[config.mk]
export PLATFORM = sky130hd
export DESIGN_NAME = bank_map_ctrl
export DESIGN_NICKNAME = d
export VERILOG_FILES = /design/src/rtl/bmc_pkg.sv /design/src/rtl/bmc_regfile.sv /design/src/rtl/bmc_prg_xlat.sv /design/src/rtl/bmc_chr_xlat.sv /design/src/rtl/bank_map_ctrl.sv
export SDC_FILE = /design/constraint.sdc
export NUM_CORES = 1
export LEC_CHECK = 0
export BUFFER_PORTS_ARGS = -buffer_cell sky130_fd_sc_hd__buf_2
export CORE_ASPECT_RATIO = 0.9
export CORE_MARGIN = 1
export CORE_UTILIZATION = 50
export CTS_BUF_LIST = sky130_fd_sc_hd__clkbuf_8 sky130_fd_sc_hd__clkbuf_16
export DETAILED_ROUTE_END_ITERATION = 16
export GPL_ROUTABILITY_DRIVEN = 0
export PLACE_DENSITY_LB_ADDON = 0.3
export RECOVER_POWER = 100
export SKIP_LAST_GASP = 1
export SLEW_MARGIN = 20
export SYNTH_ARGS = -nofsm -noshare
export SYNTH_HDL_FRONTEND = slang
export SYNTH_SLANG_ARGS = --single-unit
[constraint.sdc]
create_clock -name clk -period 1.9 [get_ports clk]
set_input_delay 0.19 -clock clk [delete_from_list [all_inputs] [get_ports clk]]
set_output_delay 0.19 -clock clk [all_outputs]
set_load 0.01 [all_outputs]
[src/rtl/bmc_pkg.sv]
package bmc_pkg;
    localparam int PRG_BW    = 6;
    localparam int CHR_BW    = 8;
    localparam int CHR_REGS  = 6;
    localparam int PRG_REGS  = 2;

    typedef logic [CHR_BW-1:0] chr_bank_t;
    typedef logic [PRG_BW-1:0] prg_bank_t;
    typedef chr_bank_t [CHR_REGS-1:0] chr_file_t;
    typedef prg_bank_t [PRG_REGS-1:0] prg_file_t;

    typedef enum logic [2:0] {
        PORT_SELECT = 3'b000,
        PORT_BANK   = 3'b001,
        PORT_MIRROR = 3'b010,
        PORT_RAM    = 3'b011,
        PORT_IRQ_A  = 3'b100,
        PORT_IRQ_B  = 3'b101,
        PORT_IRQ_C  = 3'b110,
        PORT_IRQ_D  = 3'b111
    } port_e;
endpackage

[src/rtl/bmc_regfile.sv]
module bmc_regfile
    import bmc_pkg::*;
(
    input  logic       clk,
    input  logic       rst_n,
    input  logic       wr_en,
    input  logic [2:0] port,
    input  logic [7:0] wdata,
    output chr_file_t  chr_q,
    output prg_file_t  prg_q,
    output logic       prg_mode,
    output logic       chr_mode,
    output logic       mirror_h,
    output logic       ram_en,
    output logic       ram_wp
);
    logic [2:0] sel_q;
    port_e      port_s;

    assign port_s = port_e'(port);

    always_ff @(posedge clk or negedge rst_n) begin
        if (!rst_n) begin
            sel_q    <= '0;
            prg_mode <= 1'b0;
            chr_mode <= 1'b0;
            mirror_h <= 1'b0;
            ram_en   <= 1'b0;
            ram_wp   <= 1'b0;
            chr_q    <= '0;
            prg_q    <= '0;
        end else if (wr_en) begin
            unique case (port_s)
                PORT_SELECT: begin
                    sel_q    <= wdata[2:0];
                    prg_mode <= wdata[6];
                    chr_mode <= wdata[7];
                end
                PORT_BANK: begin
                    if (sel_q[2:1] == 2'b11)
                        prg_q[sel_q[0]] <= wdata[PRG_BW-1:0];
                    else if (sel_q[2:1] == 2'b00)
                        chr_q[sel_q] <= {wdata[7:1], 1'b0};
                    else
                        chr_q[sel_q] <= wdata;
                end
                PORT_MIRROR: mirror_h <= wdata[0];
                PORT_RAM: begin
                    ram_en <= wdata[7];
                    ram_wp <= wdata[6];
                end
                PORT_IRQ_A, PORT_IRQ_B, PORT_IRQ_C, PORT_IRQ_D: ;
            endcase
        end
    end

    // register state holds in any cycle without a write
    a_r12_hold_without_write: assert property (@(posedge clk) disable iff (!rst_n)
        !wr_en |=> $stable({chr_q, prg_q, prg_mode, chr_mode, mirror_h, ram_en, ram_wp, sel_q}));
endmodule

[src/rtl/bmc_prg_xlat.sv]
module bmc_prg_xlat
    import bmc_pkg::*;
#(
    parameter int PRG_BANKS = 64
) (
    input  logic [1:0] window,
    input  logic       prg_mode,
    input  prg_file_t  prg_q,
    output prg_bank_t  bank
);
    localparam prg_bank_t LAST_BANK   = prg_bank_t'(PRG_BANKS - 1);
    localparam prg_bank_t SECOND_LAST = prg_bank_t'(PRG_BANKS - 2);

    always_comb begin
        unique case (window)
            2'd0:    bank = prg_mode ? SECOND_LAST : prg_q[0];
            2'd1:    bank = prg_q[1];
            2'd2:    bank = prg_mode ? prg_q[0] : SECOND_LAST;
            default: bank = LAST_BANK;
        endcase
    end
endmodule

[src/rtl/bmc_chr_xlat.sv]
module bmc_chr_xlat
    import bmc_pkg::*;
(
    input  logic [2:0] slot,
    input  logic       chr_mode,
    input  chr_file_t  chr_q,
    output chr_bank_t  bank
);
    logic [2:0] eff;

    assign eff = {slot[2] ^ chr_mode, slot[1:0]};

    always_comb begin
        if (eff[2])
            bank = chr_q[{1'b0, eff[1:0]} + 3'd2];
        else
            bank = {chr_q[{2'b00, eff[1]}][CHR_BW-1:1], eff[0]};
    end
endmodule

[src/rtl/bank_map_ctrl.sv]
module bank_map_ctrl
    import bmc_pkg::*;
#(
    parameter int PRG_BANKS = 64
) (
    input  logic        clk,
    input  logic        rst_n,
    input  logic [15:0] cpu_addr,
    input  logic [7:0]  cpu_data,
    input  logic        cpu_wr,
    input  logic [12:0] ppu_addr,
    input  logic        four_screen,
    output logic [18:0] prg_addr,
    output logic [17:0] chr_addr,
    output logic        wram_ce,
    output logic        wram_we,
    output logic        nt_a10
);
    localparam prg_bank_t LAST_BANK = prg_bank_t'(PRG_BANKS - 1);

    chr_file_t chr_q;
    prg_file_t prg_q;
    logic      prg_mode, chr_mode, mirror_h, ram_en, ram_wp;
    prg_bank_t prg_bank;
    chr_bank_t chr_bank;

    bmc_regfile u_regs (
        .clk      (clk),
        .rst_n    (rst_n),
        .wr_en    (cpu_wr & cpu_addr[15]),
        .port     ({cpu_addr[14:13], cpu_addr[0]}),
        .wdata    (cpu_data),
        .chr_q    (chr_q),
        .prg_q    (prg_q),
        .prg_mode (prg_mode),
        .chr_mode (chr_mode),
        .mirror_h (mirror_h),
        .ram_en   (ram_en),
        .ram_wp   (ram_wp)
    );

    bmc_prg_xlat #(.PRG_BANKS(PRG_BANKS)) u_prg (
        .window   (cpu_addr[14:13]),
        .prg_mode (prg_mode),
        .prg_q    (prg_q),
        .bank     (prg_bank)
    );

    bmc_chr_xlat u_chr (
        .slot     (ppu_addr[12:10]),
        .chr_mode (chr_mode),
        .chr_q    (chr_q),
        .bank     (chr_bank)
    );

    assign prg_addr = {prg_bank, cpu_addr[12:0]};
    assign chr_addr = {chr_bank, ppu_addr[9:0]};
    assign wram_ce  = ram_en && (cpu_addr[15:13] == 3'b011);
    assign wram_we  = wram_ce && !ram_wp && cpu_wr;
    assign nt_a10   = (mirror_h && !four_screen) ? ppu_addr[11] : ppu_addr[10];

    // the top window is always the last bank
    a_r7_last_window: assert property (@(posedge clk) disable iff (!rst_n)
        (cpu_addr[14:13] == 2'b11) |-> (prg_addr[18:13] == LAST_BANK));
    // paired slots carry ppu_addr[10] as bank bit 0
    a_r5_pair_parity: assert property (@(posedge clk) disable iff (!rst_n)
        (ppu_addr[12] == chr_mode) |-> (chr_addr[10] == ppu_addr[10]));
    // a RAM write strobe implies chip enable and a processor write
    a_r10_we_gated: assert property (@(posedge clk) disable iff (!rst_n)
        wram_we |-> (wram_ce && cpu_wr && cpu_addr[15:13] == 3'b011));
    // four-screen strap overrides mirroring
    a_r9_four_screen: assert property (@(posedge clk) disable iff (!rst_n)
        four_screen |-> (nt_a10 == ppu_addr[10]));
endmodule

Word level (Yosys, flattened, before mapping)
Index checks and enable logic that the tools add are counted.
- register bits after elaboration: 68
- word-level logic and storage cells: 64
- output and inout bits: 40
- bits of input ports: 41
- bitwise operators: 3
- equality and inequality tests: 7
- mux-type cells: 17
- reductions and logical operators: 16
- $add $sub $neg: 1
- order comparisons: 6
- operator list (cell ; number):
    bitwise mux 48 bit ; 2
    two-way mux 48 bit ; 1
    two-way mux 8 bit ; 5
    binary-select mux 8 bit (select 3 bit) ; 1
    demux 8 bit (select 3 bit) ; 1
    two-way mux 6 bit ; 3
    one-hot mux 6 bit (3 select lines) ; 1
    bitwise mux 12 bit ; 1
    == test 3 x 2 -> 1 bit (second input constant) ; 3
    < comparator 3 x 4 -> 1 bit (second input constant) ; 2
    demux 6 bit (select 1 bit) ; 1
    logical AND 1 bit ; 6
    AND reduction 2 bit ; 3
    AND reduction 3 bit ; 2
    == test 2 bit (second input constant) ; 2
    logical NOT 2 bit ; 2
    < comparator 1 x 4 -> 1 bit (second input constant) ; 1
    adder 2 x 2 -> 3 bit (second input constant) ; 1
    == test 3 x 1 -> 1 bit (second input constant) ; 1
    greater-or-equal comparator 3 x 1 -> 1 bit (second input constant) ; 1
    logical NOT 3 bit ; 1
    == test 2 x 1 -> 1 bit (second input constant) ; 1
    logical NOT 1 bit ; 2
    < comparator 1 x 2 -> 1 bit (second input constant) ; 1
    5 further kinds ; 5

Longest topological paths before layout
Gate-level depths: netlist of run 1.
- depth in word-level cells: 6
- depth in mapped cells: 5
- mapped depth without buffers: 3

Modules after synthesis
Synthesis of run 1 repeated with hierarchy kept, for this count alone.
- cells, all modules: 249
- area total of the unflattened synthesis: 3517.1 um2
- modules (own cells, without submodules) (module ; cells each ; area each (um2) ; times used ; seq. area each (um2)):
    bmc_regfile ; 158 ; 2707.6 ; 1 ; 1701.6
    bmc_chr_xlat ; 37 ; 371.6 ; 1 ; 0.0
    bank_map_ctrl ; 28 ; 220.2 ; 1 ; 0.0
    bmc_prg_xlat ; 26 ; 217.7 ; 1 ; 0.0

Worst setup path after synthesis of run 1
Ideal clock, no wire load.
- path kind: reg-to-reg
- start: register u_regs.sel_q[1]
- end: register with a tool-made name
- cell stages (with the launch flop): 5
- period minus slack after synthesis: 1.383 ns
- data required time: 1.775 ns
- path slack: 0.517 ns
- arrival time: 1.258 ns
- path buffers: 1
- setup time: 0.125 ns
- path through: dfrtp_1 nor2_1 and4b_1 buf_6 mux2_4
- RTL lines (what ; RTL line ; source):
    start, declared ; bmc_regfile.sv:17 ; logic [2:0] sel_q;
    start signal, assigned ; bmc_regfile.sv:35 ; sel_q <= wdata[2:0];

Final worst setup path of run 1
- start: register u_regs.chr_mode
- end: output chr_addr[12]
- word-level cells in the longest chain between the ends: 2
- RTL lines (what ; RTL line ; source):
    start, declared ; bmc_regfile.sv:12 ; output logic chr_mode,
    start signal, assigned ; bmc_regfile.sv:37 ; chr_mode <= wdata[7];
    XOR 1 bit ; bmc_chr_xlat.sv:11 ; assign eff = {slot[2] ^ chr_mode, slot[1:0]};
    two-way mux 8 bit ; bmc_chr_xlat.sv:14 ; if (eff[2])
    end, declared ; bank_map_ctrl.sv:14 ; output logic [17:0] chr_addr,
Every way passes these cells.

==> results of run 1 <==
cell families (layout without fill, tap and decap cells):
group | after synthesis | after routing | synth area share
XOR/XNOR | 1 | 1 | 0.00259
flip-flops | 66 | 66 | 0.489
multiplexers | 83 | 83 | 0.314
AO/OA/AOI/OAI | 21 | 21 | 0.0378
buffers and inverters | 41 | 67 | 0.0793
AND/OR/NAND/NOR | 35 | 35 | 0.0778
cell usage in the layout (no fill, tap or decap), types with 2 or more instances in the layout:
master and instances:
sky130_fd_sc_hd__a21oi_1 7, sky130_fd_sc_hd__clkinv_2 3, sky130_fd_sc_hd__clkbuf_2 3, sky130_fd_sc_hd__nor2_1 4, sky130_fd_sc_hd__clkbuf_1 21, sky130_fd_sc_hd__mux2_2 53, sky130_fd_sc_hd__o22a_1 5, sky130_fd_sc_hd__and4b_1 3
sky130_fd_sc_hd__o21ai_0 7, sky130_fd_sc_hd__dfrtp_1 66, sky130_fd_sc_hd__nand4b_1 2, sky130_fd_sc_hd__mux2_1 11, sky130_fd_sc_hd__buf_4 3, sky130_fd_sc_hd__mux4_2 7, sky130_fd_sc_hd__clkbuf_8 11, sky130_fd_sc_hd__buf_2 17
sky130_fd_sc_hd__mux2i_1 8, sky130_fd_sc_hd__nand2_1 9, sky130_fd_sc_hd__mux2_4 4, sky130_fd_sc_hd__nand4_1 2, sky130_fd_sc_hd__inv_1 5, sky130_fd_sc_hd__nor3_1 5
cell usage after synthesis (all sizes together), types with 2 or more instances:
| library cell | count |
|---|---|
| mux2i | 8 |
| inv | 5 |
| nor3 | 5 |
| buf | 31 |
| o22a | 5 |
| a21oi | 7 |
| dfrtp | 66 |
| nand4 | 2 |
| clkbuf | 5 |
| mux2 | 68 |
| o21ai | 7 |
| and4b | 3 |
| nand4b | 3 |
| nor2 | 4 |
| nand2 | 9 |
| mux4 | 7 |
where the power goes:
group          switching, W  internal (W)
registers          0.000132       0.00161
clock network      0.000525      0.000670
logic              0.000273      0.000312
layer usage:
metal  share of wire  vias to the layer above  track usage
li1                -                      913            -
met3           0.041                       14       0.0714
met2            0.43                       44        0.285
met5               0                        -            0
met1            0.52                     1003        0.288
met4           0.012                        0       0.0581
worst max-delay path: cells and delay by family, from the launching register on:
kind / cells / cell delay [ns]
XOR/XNOR: 1 / 0.16
flip-flops: 1 / 0.39
AO/OA/AOI/OAI: 1 / 0.28
buffers and inverters: 2 / 0.37
layout make-up:
cell class	instances	area, um^2	share of cell area
flip-flops and latches	66	1650	0.461
multi-input cells	140	1380	0.385
repair buffers	46	219	0.0611
clock buffers	11	151	0.0422
well taps	90	113	0.0314
clock inverters	5	52.6	0.0147
inverters	5	18.8	0.00524
through the flow:
step | instances | utilization
finish | 363 | 0.547
global route | 363 | 0.547
CTS | 363 | 0.567
detailed placement | 346 | 0.535
global placement | 346 | 0.535
floorplan | 247 | -
path summary, 6_finish.rpt:
kind,slack [ns],endpoint,start
setup / recovery,0.17,chr_addr[12],u_regs.chr_mode$_DFFE_PN0P_
hold / removal,0.19,flip-flop,cpu_data[3]
setup reg to reg,0.23,flip-flop,u_regs.sel_q[1]$_DFFE_PN0P_
hold reg to reg,0.49,flip-flop,flip-flop
max in group asynchronous,0.69,u_regs.prg_q[5]$_DFFE_PN0P_,rst_n
min in group asynchronous,0.61,u_regs.prg_q[11]$_DFFE_PN0P_,rst_n
==> PnR_summary.wiki, run 1 <==
{| class="wikitable"
! Metric !! Value
|-
| Worst IR drop on VDD || 0.462 mV
|-
| Port-buffer cells || 36
|-
| Wire per inst || 17.4 um
|-
| Cell with the largest stage delay on the worst path || sky130_fd_sc_hd__dfrtp_1
|-
| Slowest Stage Delay on Critical Path || 0.39 ns
|-
| Worst path required time || 1.71 ns
|-
| Buffers inserted by post-CTS timing repair || 0
|-
| Total clock sinks || 66
|-
| Cell area power density || 981 nW/um^2
|-
| Cell area after synthesis || 3380 um^2
|-
| Deepest level of the CTS H-tree || 3
|-
| Y dimension of the die || 80.0 um
|-
| Overall die width || 88.6 um
|-
| Cell at the root of the clock tree || sky130_fd_sc_hd__clkbuf_8
|-
| Worst hold slack || 0.189 ns
|-
| Setup slack of the critical path after layout || 0.166 ns
|-
| Overall routing resource usage || 0.201
|-
| Tmin final || 1.73 ns
|-
| Effective utilization at floorplan || 0.516
|-
| Count of standard-cell rows || 28
|-
| Critical path startpoint category || flip-flop
|-
| Core region area || 6550 um^2
|-
| Number of cells traversed by the worst hold path || 2
|-
| Antenna violations before repair || 0
|-
| Outcome || finished clean
|-
| First-pass iteration count of the detailed router || 4
|-
| Filler Cell Count || 581
|-
| Static Leak || 1.72 nW
|-
| Top cells by area, synth || sky130_fd_sc_hd__dfrtp_1 49%, sky130_fd_sc_hd__mux2_2 18%, sky130_fd_sc_hd__mux2_4 6.7%
|-
| Post-synthesis cell count || 247
|-
| Area growth syn-to-layout || 6.11%
|-
| Depth of the worst register-to-register path || 4
|-
| Crit path arrival time || 1.54 ns
|-
| Vias in the first global route || 1934
|-
| Total Die Area || 7090 um^2
|-
| Post-Synthesis Net Count || 288
|-
| Pin slew with the least headroom to its limit || 0.908 ns
|-
| Antenna diode instance count || 0
|-
| Syn. warnings || 0
|-
| Via count of the routed design || 1974
|-
| Most instantiated flip-flop cell in the synthesis netlist || sky130_fd_sc_hd__dfrtp_1
|-
| Number of synthesized flops with an enable pin || 0
|-
| Clock network latency to the later pin of the worst-skew pair || 0.34 ns
|-
| Post-route fraction of the period consumed by the critical path || 0.913
|-
| Cell area reported after detailed placement || 3500 um^2
|-
| Final-layout setup total negative slack || 0 ns
|-
| Share of final-layout standard cells stronger than drive strength 1 || 0.388
|-
| Flops & latches, synth || 66
|-
| Number of buffers inserted for hold repair after clock tree synthesis || 1
|-
| Pins over their slew limit || 0
|-
| Number of endpoints failing setup at the final stage || 0
|-
| # resized after CTS || 0
|-
| Vias per Instance || 5.44
|-
| Hold WC Path Type || primary input to flip-flop
|-
| Total chip power || 0.00352 W
|-
| Average cell area after synthesis || 13.7 um^2
|-
| Clock transition at path regs || 0.07 ns
|-
| # IOs || 81
|-
| Register area share after synthesis || 0.489
|-
| Remaining global-route overflow || 0
|-
| Final #Nets || 309
|-
| Setup crit end kind || primary output
|-
| Clock buffer count from CTS || 9
|-
| Total non-filler cell area in the finished layout || 3580 um^2
|-
| Peak fanout along the critical path || 16
|-
| Number of max-capacitance violations reported || 0
|-
| Share of synthesized flip-flops with an asynchronous set or reset || 1.00
|-
| Critical path type || flip-flop to primary output
|-
| Library cells used by synthesis || 32
|-
| Post-DRT Antenna Nets || 0
|-
| DRC viols || 0
|-
| Library cell with the largest summed area after synthesis || sky130_fd_sc_hd__dfrtp_1
|-
| RSZ-0062 raised after global routing || false
|-
| Deepest clock path buffer count || 2
|-
| Final hold violation count || 0
|-
| Max-slew headroom || 0.395
|-
| Clock tree from TritonCTS || yes
|-
| Detailed-placement wirelength estimate || 4200 um
|-
| Worst slack, placed || 0.282 ns
|-
| Critical Path, Cell by Cell || xor2_1 -> buf_4 -> o21ai_0 -> clkbuf_1
|-
| Global-route wire length before repair || 10300 um
|-
| Highest clock rate || 0.577 GHz
|-
| Top-area cell type share of the netlist area || 0.489
|-
| Routed wire length || 6320 um
|-
| Drt initial violations || 135
|-
| Largest net degree at the start of global routing || 67
|-
| Setup Skew || 0.00472 ns
|}
No activity file was read; power rests on OpenSTA's default activity.
==> inputs of run 2 (changes only) <==
--- a/config.mk
+++ b/config.mk
@@ -12,7 +12,7 @@
 export CTS_BUF_LIST = sky130_fd_sc_hd__clkbuf_8 sky130_fd_sc_hd__clkbuf_16
 export DETAILED_ROUTE_END_ITERATION = 16
 export GPL_ROUTABILITY_DRIVEN = 0
-export PLACE_DENSITY_LB_ADDON = 0.3
+export PLACE_DENSITY = 0.79
 export RECOVER_POWER = 100
 export SKIP_LAST_GASP = 1
 export SLEW_MARGIN = 20
==> run 2 against run 1 <==
  * Flip-flop and latch count unchanged
  * Global-route usage increased by 0.78 points
  * First-iteration DRC count decreased by 54%
  * Hold slack improved by 0.010 ns
  * Critical path type unchanged
==> PnR_summary.wiki, run 2 (synthesis gave the netlist of run 1 again) <==
{| class="wikitable"
! Metric !! Value
|-
| Largest net degree at the start of global routing || 26 (was 67)
|-
| Clock tree from TritonCTS || yes (unchanged)
|-
| Buffers inserted by post-CTS timing repair || 0 (unchanged)
|-
| Pins over their slew limit || 0 (unchanged)
|-
| Deepest clock path buffer count || 2 (unchanged)
|-
| Post-route fraction of the period consumed by the critical path || 0.923 (was 0.913)
|-
| Cell area power density || 991 nW/um^2 (was 981 nW/um^2)
|-
| Storage element area || 1650 um^2 (unchanged)
|-
| Y dimension of the die || 80.0 um (unchanged)
|-
| Filler Cell Count || 602 (was 581)
|-
| Final-layout setup total negative slack || 0 ns (unchanged)
|-
| Vias in the first global route || 2039 (was 1934)
|-
| Max-slew headroom || 0.284 (was 0.395)
|-
| Global-route wire length before repair || 10500 um (was 10300 um)
|-
| Pin slew with the least headroom to its limit || 1.07 ns (was 0.908 ns)
|-
| Number of max-capacitance violations reported || 0 (unchanged)
|-
| Worst hold slack || 0.199 ns (was 0.189 ns)
|-
| Number of cells traversed by the worst hold path || 2 (unchanged)
|-
| Antenna diode instance count || 0 (unchanged)
|-
| Setup crit end kind || primary output (unchanged)
|-
| Clock transition at path regs || 0.07 ns (about the same)
|-
| Final hold violation count || 0 (unchanged)
|-
| # IOs || 81 (unchanged)
|-
| Worst IR drop on VDD || 0.311 mV (was 0.462 mV)
|-
| Final #Nets || 310 (was 309)
|-
| Clock network latency to the later pin of the worst-skew pair || 0.35 ns (was 0.34 ns)
|-
| Total number of cells along the worst setup path || 4 (unchanged)
|-
| Antenna violations before repair || 0 (unchanged)
|-
| Area growth syn-to-layout || 6.85% (was 6.11%)
|-
| Overall die width || 88.6 um (unchanged)
|-
| R2R setup slack || 0.20 ns (was 0.23 ns)
|-
| Critical path startpoint category || flip-flop (unchanged)
|-
| Port-buffer cells || 36 (unchanged)
|-
| Largest delay share family, worst path || flip-flops (unchanged)
|-
| Tmin final || 1.75 ns (was 1.73 ns)
|-
| Drt initial violations || 62 (was 135)
|-
| Outcome || finished clean (unchanged)
|-
| Cell at the root of the clock tree || sky130_fd_sc_hd__clkbuf_8 (unchanged)
|-
| Remaining global-route overflow || 0 (unchanged)
|-
| Total Die Area || 7090 um^2 (unchanged)
|-
| Slowest Stage Delay on Critical Path || 0.48 ns (was 0.39 ns)
|-
| Worst path bufs/invs || 1 (was 2)
|-
| Wire per inst || 17.9 um (was 17.4 um)
|-
| Critical Path, Cell by Cell || nor3_1 -> a21oi_1 -> o22a_1 -> clkbuf_1 (was xor2_1 -> buf_4 -> o21ai_0 -> clkbuf_1)
|-
| Peak fanout along the critical path || 9 (was 16)
|-
| Vias per Instance || 5.49 (was 5.44)
|-
| Total clock sinks || 66 (unchanged)
|-
| Routed wire length || 6530 um (was 6320 um)
|-
| Effective utilization at floorplan || 0.516 (unchanged)
|-
| Commonest cells after routing, fill and taps aside || 66 x sky130_fd_sc_hd__dfrtp_1, 52 x sky130_fd_sc_hd__mux2_2, 19 x sky130_fd_sc_hd__clkbuf_1 (was 66 x sky130_fd_sc_hd__dfrtp_1, 53 x sky130_fd_sc_hd__mux2_2, 21 x sky130_fd_sc_hd__clkbuf_1)
|-
| Critical path type || flip-flop to primary output (unchanged)
|-
| Leading cell type in the layout, fill and taps excluded || sky130_fd_sc_hd__dfrtp_1 (unchanged)
|-
| RSZ-0062 raised after global routing || false (unchanged)
|-
| Count of standard-cell rows || 28 (unchanged)
|-
| Depth of the worst register-to-register path || 3 (was 4)
|-
| Hold WC Path Type || primary input to flip-flop (unchanged)
|-
| First-pass iteration count of the detailed router || 4 (unchanged)
|-
| Worst path required time || 1.71 ns (about the same)
|-
| Static Leak || 1.74 nW (was 1.72 nW)
|-
| Crit path arrival time || 1.56 ns (was 1.54 ns)
|-
| Deepest level of the CTS H-tree || 3 (unchanged)
|-
| Cell with the largest stage delay on the worst path || sky130_fd_sc_hd__dfrtp_1 (unchanged)
|-
| Multi-input gate area || 1370 um^2 (was 1380 um^2)
|-
| Overall routing resource usage || 0.208 (was 0.201)
|-
| Setup Skew || 0.00510 ns (was 0.00472 ns)
|-
| Post-DRT Antenna Nets || 0 (unchanged)
|-
| Core region area || 6550 um^2 (unchanged)
|-
| Highest clock rate || 0.570 GHz (was 0.577 GHz)
|-
| Clock buffer count from CTS || 9 (unchanged)
|-
| Number of endpoints failing setup at the final stage || 0 (unchanged)
|-
| Detailed-placement wirelength estimate || 4440 um (was 4200 um)
|-
| Share of final-layout standard cells stronger than drive strength 1 || 0.380 (was 0.388)
|-
| Via count of the routed design || 1999 (was 1974)
|-
| DRC viols || 0 (unchanged)
|}
## run 2: cell count changes in the layout (fill, tap and decap cells not counted), moves of 2 or more
cell,delta
sky130_fd_sc_hd__clkbuf_1,-2
sky130_fd_sc_hd__mux2_1,+2
sky130_fd_sc_hd__clkinv_2,-3
sky130_fd_sc_hd__inv_1,+2
sky130_fd_sc_hd__clkbuf_8,+2
## run 2: area by class of cell
class | count | area share
clock inverter | 3 | 0.0104
clock buffer | 13 | 0.0496
inverter | 5 | 0.00520
multi-input combinational | 140 | 0.379
sequential | 66 | 0.458
tap | 90 | 0.0312
timing repair buffer | 47 | 0.0669
## run 2: worst register-to-register path, stage by stage, from the launching register on
cell and delay, ns:
sky130_fd_sc_hd__dfrtp_1 0.39, sky130_fd_sc_hd__nor2_1 0.26, sky130_fd_sc_hd__nand4_1 0.49, sky130_fd_sc_hd__mux2_2 0.45
## run 2: worst paths after layout
path	start	end
hold reg to reg	flip-flop	flip-flop
setup / recovery	u_regs.prg_mode$_DFFE_PN0P_	prg_addr[15]
max in group asynchronous	rst_n	u_regs.mirror_h$_DFFE_PN0P_
min in group asynchronous	rst_n	u_regs.prg_q[9]$_DFFE_PN0P_
hold / removal	cpu_data[0]	u_regs.chr_q[32]$_DFFE_PN0P_
setup reg to reg	u_regs.sel_q[1]$_DFFE_PN0P_	flip-flop
## run 2: where the power goes
part | leakage [nW] | internal, W | total [W] | switching [W]
logic | 0.732 | 0.000313 | 0.000592 | 0.000279
registers | 0.889 | 0.00161 | 0.00174 | 0.000136
clock network | 0.118 | 0.000740 | 0.00124 | 0.000504
total | 1.74 | 0.00266 | 0.00358 | 0.000919
## run 2: repair_timing
action                                 4_1_cts  5_1_grt
hold buffers                                 1        0
resized for setup                            0        0
endpoints found under the hold margin       16        0
## run 2: per-layer routing
metal | global-route usage | share of wire | routed length, um
met1 | 0.262 | 0.44 | 2880
met2 | 0.334 | 0.49 | 3200
met3 | 0.0517 | 0.044 | 288
met4 | 0.103 | 0.026 | 168
met5 | 0 | 0 | 0
## run 2: stage by stage
| step | area [um^2] | instances | total power (W) | utilization | setup slack (ns) |
|---|---|---|---|---|---|
| after CTS | 3740 | 364 | 0.00369 | 0.570 | 0.155 |
| after global routing | 3610 | 364 | 0.00375 | 0.551 | 0.0574 |
| after detailed placement | 3510 | 347 | 0.00244 | 0.536 | 0.251 |
| final | 3610 | 364 | 0.00358 | 0.551 | 0.147 |
| after global placement | 3510 | 347 | 0.00240 | 0.536 | 0.285 |
| after floorplan | 3380 | 247 | 0.00225 | - | 0.517 |
==> inputs of run 3 (changes only) <==
--- a/config.mk
+++ b/config.mk
@@ -15,7 +15,7 @@
 export PLACE_DENSITY = 0.79
 export RECOVER_POWER = 100
 export SKIP_LAST_GASP = 1
-export SLEW_MARGIN = 20
 export SYNTH_ARGS = -nofsm -noshare
 export SYNTH_HDL_FRONTEND = slang
+export SYNTH_HIERARCHICAL = 1
 export SYNTH_SLANG_ARGS = --single-unit
==> run 3 against run 2 <==
  * Flip-flop and latch count unchanged
  * Clock skew is 0.0046 ns higher
  * Synthesized cell count decreased by 0.81%
  * Cell count decreased by 0.27%
  * Setup slack improved by 0.011 ns
  * Largest power group unchanged
  * Via count is 0.55% higher
  * Critical path depth is 1 higher
  * Critical endpoint is now chr_addr[10]
  * Area after synthesis is 2.3% higher
==> PnR_summary.wiki, run 3 <==
{| class="wikitable"
! Metric !! Value
|-
| Detailed-placement wirelength estimate || 4490 um (was 4440 um)
|-
| Cell area power density || 948 nW/um^2 (was 991 nW/um^2)
|-
| Post-DRT Antenna Nets || 0 (unchanged)
|-
| Overall routing resource usage || 0.212 (was 0.208)
|-
| Largest net degree at the start of global routing || 49 (was 26)
|-
| Setup crit end kind || primary output (unchanged)
|-
| RSZ-0062 raised after global routing || false (unchanged)
|-
| Final-layout setup total negative slack || 0 ns (unchanged)
|-
| DRC viols || 0 (unchanged)
|-
| Share of final-layout standard cells stronger than drive strength 1 || 0.407 (was 0.380)
|-
| Net switching power || 0.000894 W (was 0.000919 W)
|-
| Core region area || 6620 um^2 (was 6550 um^2)
|-
| Clock buffer count from CTS || 9 (unchanged)
|-
| Port-buffer cells || 36 (unchanged)
|-
| Sequential group share of total power || 0.488 (was 0.487)
|-
| Total placed cells including tap cells || 348 (was 347)
|-
| Antenna violations before repair || 0 (unchanged)
|-
| Via count of the routed design || 2010 (was 1999)
|-
| Y dimension of the die || 80.9 um (was 80.0 um)
|-
| Count of standard-cell rows || 28 (unchanged)
|-
| Cell area reported after detailed placement || 3580 um^2 (was 3510 um^2)
|-
| Post-route fraction of the period consumed by the critical path || 0.917 (was 0.923)
|-
| Antenna diode instance count || 0 (unchanged)
|-
| Startpoint of the lowest-slack hold path || cpu_data[3] (was cpu_data[0])
|-
| Filler Cell Count || 571 (was 602)
|-
| Cell area after synthesis || 3450 um^2 (was 3380 um^2)
|-
| Worst path required time || 1.71 ns (about the same)
|-
| Hold WC Path Type || primary input to flip-flop (unchanged)
|-
| Int Pwr || 0.00260 W (was 0.00266 W)
|-
| Pins over their slew limit || 0 (unchanged)
|-
| Wire per inst || 18.2 um (was 17.9 um)
|-
| R2R setup slack || 0.20 ns (about the same)
|-
| Worst IR drop on VDD || 0.636 mV (was 0.311 mV)
|-
| Crit path arrival time || 1.55 ns (was 1.56 ns)
|-
| Cell at the root of the clock tree || sky130_fd_sc_hd__clkbuf_8 (unchanged)
|-
| Total Die Area || 7250 um^2 (was 7090 um^2)
|-
| Global routing met1 resource utilization || 0.296 (was 0.262)
|-
| Fraction of power spent switching nets || 0.256 (was 0.257)
|-
| Average cell area after synthesis || 14.1 um^2 (was 13.7 um^2)
|-
| Highest clock rate || 0.574 GHz (was 0.570 GHz)
|-
| Post-synthesis cell count || 245 (was 247)
|-
| Overall die width || 89.6 um (was 88.6 um)
|-
| Critical path type || flip-flop to primary output (unchanged)
|-
| Setup slack of the critical path after layout || 0.158 ns (was 0.147 ns)
|-
| Remaining global-route overflow || 0 (unchanged)
|-
| Final hold violation count || 0 (unchanged)
|-
| Part of the power in the clock network || 0.359 (was 0.348)
|-
| Buffers inserted by post-CTS timing repair || 0 (unchanged)
|-
| First-pass iteration count of the detailed router || 4 (unchanged)
|-
| # IOs || 81 (unchanged)
|-
| Peak fanout along the critical path || 16 (was 9)
|-
| Commonest cells after routing, fill and taps aside || 66 x sky130_fd_sc_hd__dfrtp_1, 52 x sky130_fd_sc_hd__mux2_2, 23 x sky130_fd_sc_hd__clkbuf_1 (was 66 x sky130_fd_sc_hd__dfrtp_1, 52 x sky130_fd_sc_hd__mux2_2, 19 x sky130_fd_sc_hd__clkbuf_1)
|-
| Critical path origin || u_regs/chr_mode$_DFFE_PN0P_ (was u_regs.prg_mode$_DFFE_PN0P_)
|-
| Reg-to-reg critical path startpoint || u_regs/sel_q[2]$_DFFE_PN0P_ (was u_regs.sel_q[1]$_DFFE_PN0P_)
|-
| Tmin final || 1.74 ns (was 1.75 ns)
|-
| Max-slew headroom || 0.270 (was 0.284)
|-
| Setup Skew || 0.00967 ns (was 0.00510 ns)
|-
| Final #Nets || 311 (was 310)
|-
| Number of buffers inserted for hold repair after clock tree synthesis || 1 (unchanged)
|-
| Outcome || finished clean (unchanged)
|-
| GRT Max-Usage Layer || met2 (unchanged)
|-
| Syn. warnings || 6 (was 0)
|-
| Clock network latency to the later pin of the worst-skew pair || 0.34 ns (was 0.35 ns)
|-
| Critical path startpoint category || flip-flop (unchanged)
|-
| Effective utilization at floorplan || 0.522 (was 0.516)
|-
| Pin slew with the least headroom to its limit || 1.09 ns (was 1.07 ns)
|-
| Worst slack, placed || 0.105 ns (was 0.251 ns)
|-
| # resized after CTS || 0 (unchanged)
|-
| Deepest level of the CTS H-tree || 3 (unchanged)
|-
| Met2 routing resource usage after global routing || 0.309 (was 0.334)
|-
| Final Core Density || 0.557 (was 0.551)
|-
| Area growth syn-to-layout || 6.74% (was 6.85%)
|-
| Clock tree from TritonCTS || yes (unchanged)
|-
| Vias per Instance || 5.54 (was 5.49)
|-
| Deepest clock path buffer count || 2 (unchanged)
|-
| Met3 capacity usage during global routing || 0.0783 (was 0.0517)
|-
| Number of max-capacitance violations reported || 0 (unchanged)
|-
| Total non-filler cell area in the finished layout || 3690 um^2 (was 3610 um^2)
|-
| Total clock sinks || 66 (unchanged)
|-
| Routed wire length || 6610 um (was 6530 um)
|-
| Global-route wire length before repair || 10900 um (was 10500 um)
|-
| Drt initial violations || 138 (was 62)
|-
| Static Leak || 1.74 nW (about the same)
|-
| Post-Synthesis Net Count || 286 (was 288)
|-
| Depth of the worst register-to-register path || 4 (was 3)
|-
| Number of standard cells in the layout, taps in and fillers out || 363 (was 364)
|-
| Clock transition at path regs || 0.06 ns (was 0.07 ns)
|-
| Number of endpoints failing setup at the final stage || 0 (unchanged)
|-
| Logic pwr share || 0.153 (was 0.165)
|-
| Setup crit end || chr_addr[10] (was prg_addr[15])
|-
| Leading cell type in the layout, fill and taps excluded || sky130_fd_sc_hd__dfrtp_1 (unchanged)
|-
| Vias in the first global route || 2056 (was 2039)
|}
==> run 3: cell types whose count changed in the layout (fill, tap and decap cells not counted), sizes merged, moves of 4 or more <==
cell and change:
and4bb +5, o22a -5, nor4 +4, a21oi -6, inv -6, nor3b +5
==> run 3: layer usage <==
metal	part of all wire	wire [um]
met1	0.47	3080
met2	0.47	3080
met3	0.051	338
met4	0.017	111
met5	0	0
==> run 3: through the flow <==
step                hold WS (ns)  total power [W]
finish                     0.187          0.00349
global route               0.177          0.00366
CTS                        0.180          0.00357
detailed placement         0.171          0.00231
global placement           0.165          0.00228
floorplan                 -0.106          0.00216
==> run 3: power by group through the flow <==
stage                     Sequential, W  Clock (W)  Combinational, W
after global placement          0.00172          0          0.000566
after CTS                       0.00171    0.00128          0.000588
after global routing            0.00173    0.00135          0.000588
after floorplan                 0.00166          0          0.000497
after detailed placement        0.00173          0          0.000585
final                           0.00170    0.00126          0.000535
==> run 3: worst max-delay path, cell delays in order, from the launching register on <==
cell                       delay, ns
sky130_fd_sc_hd__dfrtp_1        0.41
sky130_fd_sc_hd__xor2_2         0.15
sky130_fd_sc_hd__buf_4          0.22
sky130_fd_sc_hd__a21oi_1        0.09
sky130_fd_sc_hd__a31oi_1        0.18
sky130_fd_sc_hd__clkbuf_1       0.17
==> run 3: worst min path at each step <==
| stage | end | depth (start not counted) |
|---|---|---|
| floorplan | asynchronous set/reset pin | 0 |
| global placement | u_regs/ram_wp$_DFFE_PN0P_ | 1 |
| detailed placement | u_regs/mirror_h$_DFFE_PN0P_ | 1 |
| finish | flip-flop | 2 |
| CTS | flip-flop | 2 |
| global route | flip-flop | 2 |
==> run 3: final cells by class <==
| cell class | count | area (um^2) | area share |
|---|---|---|---|
| clock buffer | 10 | 138 | 0.0373 |
| tap | 90 | 113 | 0.0305 |
| sequential | 66 | 1650 | 0.448 |
| clock inverter | 4 | 68.8 | 0.0187 |
| multi-input combinational | 142 | 1470 | 0.398 |
| timing repair buffer | 51 | 250 | 0.0679 |
